## src/rtl/bfm_pkg.sv

```systemverilog
package bfm_pkg;
  function automatic int unsigned cnt_width(input int unsigned n);
    return (n < 2) ? 1 : $clog2(n + 1);
  endfunction
endpackage

```

## src/rtl/bfm_deglitch.sv

```systemverilog
module bfm_deglitch #(
  parameter int unsigned DEGLITCH_CYC = 540
) (
  input  logic clk_i,
  input  logic rst_ni,
  input  logic clear_i,
  input  logic en_i,
  input  logic flag_i,
  output logic qual_o
);
  localparam int unsigned W = bfm_pkg::cnt_width(DEGLITCH_CYC);
  localparam logic [W-1:0] LAST = W'(DEGLITCH_CYC - 1);

  logic [W-1:0] cnt_q;

  assign qual_o = en_i & flag_i & ~clear_i & (cnt_q == LAST);

  always_ff @(posedge clk_i or negedge rst_ni) begin
    if (!rst_ni)                                  cnt_q <= '0;
    else if (clear_i || !en_i || !flag_i || qual_o) cnt_q <= '0;
    else                                          cnt_q <= cnt_q + W'(1);
  end

  p_cnt_bound_r2: assert property (@(posedge clk_i) disable iff (!rst_ni)
    cnt_q <= LAST);
endmodule

```

## src/rtl/bfm_retry_timer.sv

```systemverilog
module bfm_retry_timer #(
  parameter int unsigned RETRY_CYC = 320000
) (
  input  logic clk_i,
  input  logic rst_ni,
  input  logic clear_i,
  input  logic start_i,
  output logic busy_o
);
  localparam int unsigned W = bfm_pkg::cnt_width(RETRY_CYC);
  localparam logic [W-1:0] LAST = W'(RETRY_CYC - 1);

  logic         busy_q;
  logic [W-1:0] cnt_q;

  always_ff @(posedge clk_i or negedge rst_ni) begin
    if (!rst_ni) begin
      busy_q <= 1'b0;
      cnt_q  <= '0;
    end else if (clear_i) begin
      busy_q <= 1'b0;
      cnt_q  <= '0;
    end else if (start_i) begin
      busy_q <= 1'b1;
      cnt_q  <= '0;
    end else if (busy_q) begin
      if (cnt_q == LAST) begin
        busy_q <= 1'b0;
        cnt_q  <= '0;
      end else begin
        cnt_q <= cnt_q + W'(1);
      end
    end
  end

  assign busy_o = busy_q;

  p_uv_clear_r8: assert property (@(posedge clk_i) disable iff (!rst_ni)
    clear_i |=> !busy_o);
  p_hold_keep_r5: assert property (@(posedge clk_i) disable iff (!rst_ni)
    (busy_q && !clear_i && cnt_q != LAST) |=> busy_q);
  p_start_idle_r6: assert property (@(posedge clk_i) disable iff (!rst_ni)
    start_i |-> !busy_q);
endmodule

```

## src/rtl/bfm_channel.sv

```systemverilog
module bfm_channel #(
  parameter int unsigned DEGLITCH_CYC = 540,
  parameter int unsigned RETRY_CYC    = 320000
) (
  input  logic clk_i,
  input  logic rst_ni,
  input  logic oc_i,
  input  logic ot_i,
  input  logic uv_i,
  output logic hold_o
);
  logic qual, hold;

  // counting only while bridge is allowed to conduct
  bfm_deglitch #(.DEGLITCH_CYC(DEGLITCH_CYC)) u_dg (
    .clk_i, .rst_ni, .clear_i(uv_i), .en_i(~hold & ~ot_i),
    .flag_i(oc_i), .qual_o(qual)
  );

  bfm_retry_timer #(.RETRY_CYC(RETRY_CYC)) u_rt (
    .clk_i, .rst_ni, .clear_i(uv_i), .start_i(qual), .busy_o(hold)
  );

  assign hold_o = hold;

  p_ot_no_trip_r7: assert property (@(posedge clk_i) disable iff (!rst_ni)
    ot_i |-> !qual);
endmodule

```

## src/rtl/bridge_fault_mgr.sv

```systemverilog
module bridge_fault_mgr #(
  parameter int unsigned NUM_BRIDGES  = 2,
  parameter int unsigned DEGLITCH_CYC = 540,
  parameter int unsigned RETRY_CYC    = 320000
) (
  input  logic                   clk_i,
  input  logic                   rst_ni,
  input  logic [NUM_BRIDGES-1:0] oc_i,
  input  logic                   ot_i,
  input  logic                   uv_i,
  output logic [NUM_BRIDGES-1:0] bridge_off_o,
  output logic                   fault_no
);
  logic [NUM_BRIDGES-1:0] hold;
  logic                   chip_off;

  for (genvar b = 0; b < NUM_BRIDGES; b++) begin : g_br
    bfm_channel #(.DEGLITCH_CYC(DEGLITCH_CYC), .RETRY_CYC(RETRY_CYC)) u_ch (
      .clk_i, .rst_ni, .oc_i(oc_i[b]), .ot_i, .uv_i, .hold_o(hold[b])
    );
  end

  assign chip_off     = ot_i | uv_i;
  assign bridge_off_o = hold | {NUM_BRIDGES{chip_off}};
  assign fault_no     = ~(|hold | chip_off);

  p_off_faults_r9: assert property (@(posedge clk_i) disable iff (!rst_ni)
    (|bridge_off_o) |-> !fault_no);
  p_uv_all_off_r8: assert property (@(posedge clk_i) disable iff (!rst_ni)
    uv_i |-> (&bridge_off_o));
endmodule

```

## config.mk

```make
export PLATFORM = sky130hd
export DESIGN_NAME = bridge_fault_mgr
export DESIGN_NICKNAME = d
export VERILOG_FILES = /design/src/rtl/bfm_pkg.sv /design/src/rtl/bfm_deglitch.sv /design/src/rtl/bfm_retry_timer.sv /design/src/rtl/bfm_channel.sv /design/src/rtl/bridge_fault_mgr.sv
export SDC_FILE = /design/constraint.sdc
export NUM_CORES = 1
export LEC_CHECK = 0
export BUFFER_PORTS_ARGS = -buffer_cell sky130_fd_sc_hd__buf_2
export CAP_MARGIN = 20
export CORE_AREA = 2 2 90 92
export CTS_CLUSTER_DIAMETER = 120
export CTS_CLUSTER_SIZE = 12
export DETAILED_ROUTE_END_ITERATION = 8
export DIE_AREA = 0 0 92 94
export GPL_TIMING_DRIVEN = 0
export HOLD_SLACK_MARGIN = 0.03
export PLACE_DENSITY = 0.57
export SLEW_MARGIN = 20
export SYNTH_ARGS = -nofsm -noshare
export SYNTH_HDL_FRONTEND = slang
export SYNTH_SLANG_ARGS = --single-unit
```

## constraint.sdc

```tcl
create_clock -name clk_i -period 2.5 [get_ports clk_i]
set_clock_uncertainty 0.15 [all_clocks]
set_input_delay 0 -clock clk_i [delete_from_list [all_inputs] [get_ports clk_i]]
set_output_delay 0 -clock clk_i [all_outputs]
set_load 0.01 [all_outputs]
```

==> results.md <==
- Max Freq: 0.416 GHz
- Clock latency at the later pin of the worst-skew pair: 0.33 ns
- Switch Pwr: 0.423 mW
- Worst slack at placement: 0.0557 ns
- Clock tree from TritonCTS: done
- Number of top-level pins: 9
- Via count of the first global-routing pass: 2344
- Number of antenna violations at the first check in global routing: 0
- Clock Sinks: 60
- IO Port Bufs: 8
- Final-layout worst hold slack: 0.124 ns
- Post-Synthesis Net Count: 337
- Reg2Reg Setup Slack: 0.1 ns
- Sequential group share of total power: 0.487
- Post-CTS clock slew at the launch and capture registers of the worst setup and hold paths: 0.07 ns
- Average cell area after synthesis: 9.63 sq um
- Worst IR Drop VDD: 303 uV
- Cells after DPL: 437
- Setup TNS: 0 ns
- WL/cell: 13.8 um
- Standard-cell row count: 32
- Post-synth top flop: dfrtp_1
- Final-stage net count: 364
- Worst Setup EP: g_br[1].u_ch.u_rt.cnt_q[11]$_DFFE_PN0P_
- Synth area leader: dfrtp_1
- Launch point of the worst path: g_br[1].u_ch.u_rt.busy_o$_DFF_PN0_
- WL final: 6380 um
- Count of routing violations after the opening detailed-route iteration: 83
- Num CTS Buffers: 9
- Crit-path max cell delay: 0.48 ns
- Crit path required time: 2.62 ns
- Worst Max-Slew Pin Slew: 0.750 ns
- Global-route wire length before repair: 11100 um
- Outcome: finished, final reports clean
- Register bit count reported by yosys: 60
- Cell count after synthesis: 327
- Total inserted antenna cells: 0
- Unrepaired setup endpoints after global routing: no
- Number of flops mapped to enable cells by yosys: 0
- Crit path setup slack, layout: 0.0958 ns
- Top cells by area, synth: dfrtp_1 (48%), xnor2_1 (7.2%), nor2_1 (7.0%), xor2_1 (5.3%), nand3_1 (3.2%)
- Maximum level of the CTS H-tree: 3
- Final weighted congestion in routability-driven placement: 0.780
- Critical Path Fanout Max: 9
- Source of the worst register-to-register timing path: g_br[1].u_ch.u_rt.busy_o$_DFF_PN0_
- Post-synthesis instance area: 0.00315 sq mm
- Static leakage: 1.51 nW
- Distinct cell type count of the synthesized netlist: 42
- Total routing resource utilization after global routing: 0.161
- Critical Path Slowest Stage Cell: dfrtp_1
- Largest net degree at the start of global routing: 61
- Area of the multi-input gates: 0.00164 sq mm
- Category of the critical setup timing path: flip-flop to flip-flop
- Avg Vias per Cell: 5.21
- Post-synth top area share: 0.477
- Design internal power: 1.58 mW
- Area delta synth->final: 16.0%
- Clock power frac: 0.475
- Horizontal die dimension: 92 um
- Initial Utilization: 0.414
- Fin. max-slew vios: 0
- Height of the die: 94 um
- Synth async-reset ratio: 1.00
- CTS Buffer Depth: 2
- Combinational share of power: 0.038
- Worst-case reg-to-reg path depth: 5
- Type of element capturing the critical path: flip-flop
- Post-synthesis sequential area ratio: 0.477
- Drt pass-1 iters: 4
- Final cycle utilization of the critical path: 0.962
- Time the worst path needs with I/O delays and setup: 2.40 ns
- Slew Limit Headroom: 0.500
- Pwr per Cell Area: 548 mW/mm^2
- Remaining Overflow, GRT: 0
- Max capacitance violation total: 0
- Detailed placement HPWL: 4250 um
- Hold Violations, Final: 0
- Share of cells above drive strength 1: 0.111
- FF+latch area: 0.00150 sq mm
- Hold crit path type: primary input to flip-flop
- Reg-to-reg endpoint: g_br[1].u_ch.u_rt.cnt_q[11]$_DFFE_PN0P_
- Most used cells in the layout excluding fill and tap cells: dfrtp_1 (60), nor2_1 (59), xnor2_1 (26)
- Overall die area: 0.00865 sq mm
- Routed Antenna Nets: 0
- Commonest non-fill, non-tap cell in the layout: dfrtp_1
- Critical Path Start Type: flip-flop
- Switching power as a share of total power: 0.211
- Number of filler instances in the final layout: 713
- Via total after detailed routing: 2401
- Layout Cells excl Fill: 461
- Signal arrival time at the worst endpoint: 2.52 ns
- Setup-failing EPs final: 0
- Layout Utilization: 0.480
- Std-Cell Core Area: 0.00761 sq mm
- Warnings from Yosys: 0
- Root buffer cell: clkbuf_8
- DRC errors left: 0
- Crit-path cells: nor4b_4 -> nand4_4 -> a211o_4 -> or4b_1 -> a21oi_1
## per-layer routing
layer / wire length, um / global-route usage / vias to the layer above
met5: 0 / 0 / -
met4: 65 / 0.0560 / 0
met3: 175 / 0.0506 / 6
met2: 2990 / 0.258 / 26
met1: 3160 / 0.207 / 1159
li1: - / - / 1210
## synthesized netlist by cell type (2+ instances only)
cell	instances
dfrtp_1	60
nor2_1	59
xnor2_1	26
nand2_1	23
nand3_1	20
xor2_1	19
and3_1	14
a21oi_1	9
nand4_1	8
o21ai_0	8
a211oi_1	7
a2111oi_0	6
clkbuf_1	6
inv_1	6
and2_1	5
and4_1	5
o2111ai_1	5
ha_1	4
nor3_1	4
or3_1	4
and4b_1	2
buf_2	2
nand2b_1	2
nand3b_1	2
nor4b_1	2
o211ai_1	2
or2_2	2
## power by group through the flow
stage          clock network [mW]  logic (mW)  registers, mW
6_report                    0.951      0.0762          0.974
5_1_grt                      1.03      0.0860          0.973
4_1_cts                     0.989      0.0752          0.974
3_5_place_dp                    0      0.0692          0.992
3_3_place_gp                    0      0.0681          0.992
2_1_floorplan                   0      0.0293          0.992
## state kept, by name, summed over array words and instances (netlist names)
signal and flops:
g_br.u_ch.u_dg.cnt_q 20, g_br.u_ch.u_rt.busy_o 2, g_br.u_ch.u_rt.cnt_q 38
## final cells by class
type / instances / share of cell area
multi-input cells: 253 / 0.448
flip-flops and latches: 60 / 0.411
clock buffers: 11 / 0.0387
well taps: 102 / 0.0350
repair buffers: 16 / 0.0315
clock inverters: 5 / 0.0206
plain buffers: 8 / 0.00891
inverters: 6 / 0.00617
## how the worst min path moves through the flow
stage | slack (ns) | cells after the start | end | start
finish | 0.12 | 4 | g_br[1].u_ch.u_dg.cnt_q[0]$_DFF_PN0_ | oc_i[1]
global route | 0.13 | 5 | g_br[1].u_ch.u_rt.busy_o$_DFF_PN0_ | oc_i[1]
CTS | 0.05 | 4 | g_br[1].u_ch.u_rt.busy_o$_DFF_PN0_ | oc_i[1]
floorplan | -0.45 | 0 | g_br[0].u_ch.u_dg.cnt_q[0]$_DFF_PN0_ | rst_ni
detailed placement | -0.02 | 1 | g_br[1].u_ch.u_rt.cnt_q[16]$_DFFE_PN0P_ | rst_ni
global placement | 0.23 | 1 | g_br[1].u_ch.u_rt.cnt_q[16]$_DFFE_PN0P_ | rst_ni
## worst max-delay path, delay by kind of cell, from the launching register on
kind               cells  cell delay [ns]
DFF                    1             0.48
and+or+nand+nor        3             1.14
AOI/OAI and AO/OA      2             0.56
## repair_timing
| action | 4_1_cts | 5_1_grt |
|---|---|---|
| hold endpoints to repair | 65 | 0 |
| hold buffers | 5 | 0 |
| buffers inserted | 0 | 3 |
| endpoints found under the setup margin | 0 | 23 |
| gates resized for setup | 0 | 7 |
## through the flow
stage | power [mW] | area (sq um)
final | 2.00 | 3650
after global routing | 2.09 | 3650
after CTS | 2.04 | 3580
after detailed placement | 1.06 | 3320
after global placement | 1.06 | 3320
after floorplan | 1.02 | 3150
## kinds of logic after synthesis
family,count (synthesis),synth area share
AO/OA/AOI/OAI,41,0.0898
XOR/XNOR,45,0.125
adder cells (fa/ha/maj),4,0.0159
buffers and inverters,14,0.0175
flip-flops,60,0.477
multiplexers,2,0.00676
AND/OR/NAND/NOR,161,0.268
Power figures use the tool's default switching activity.
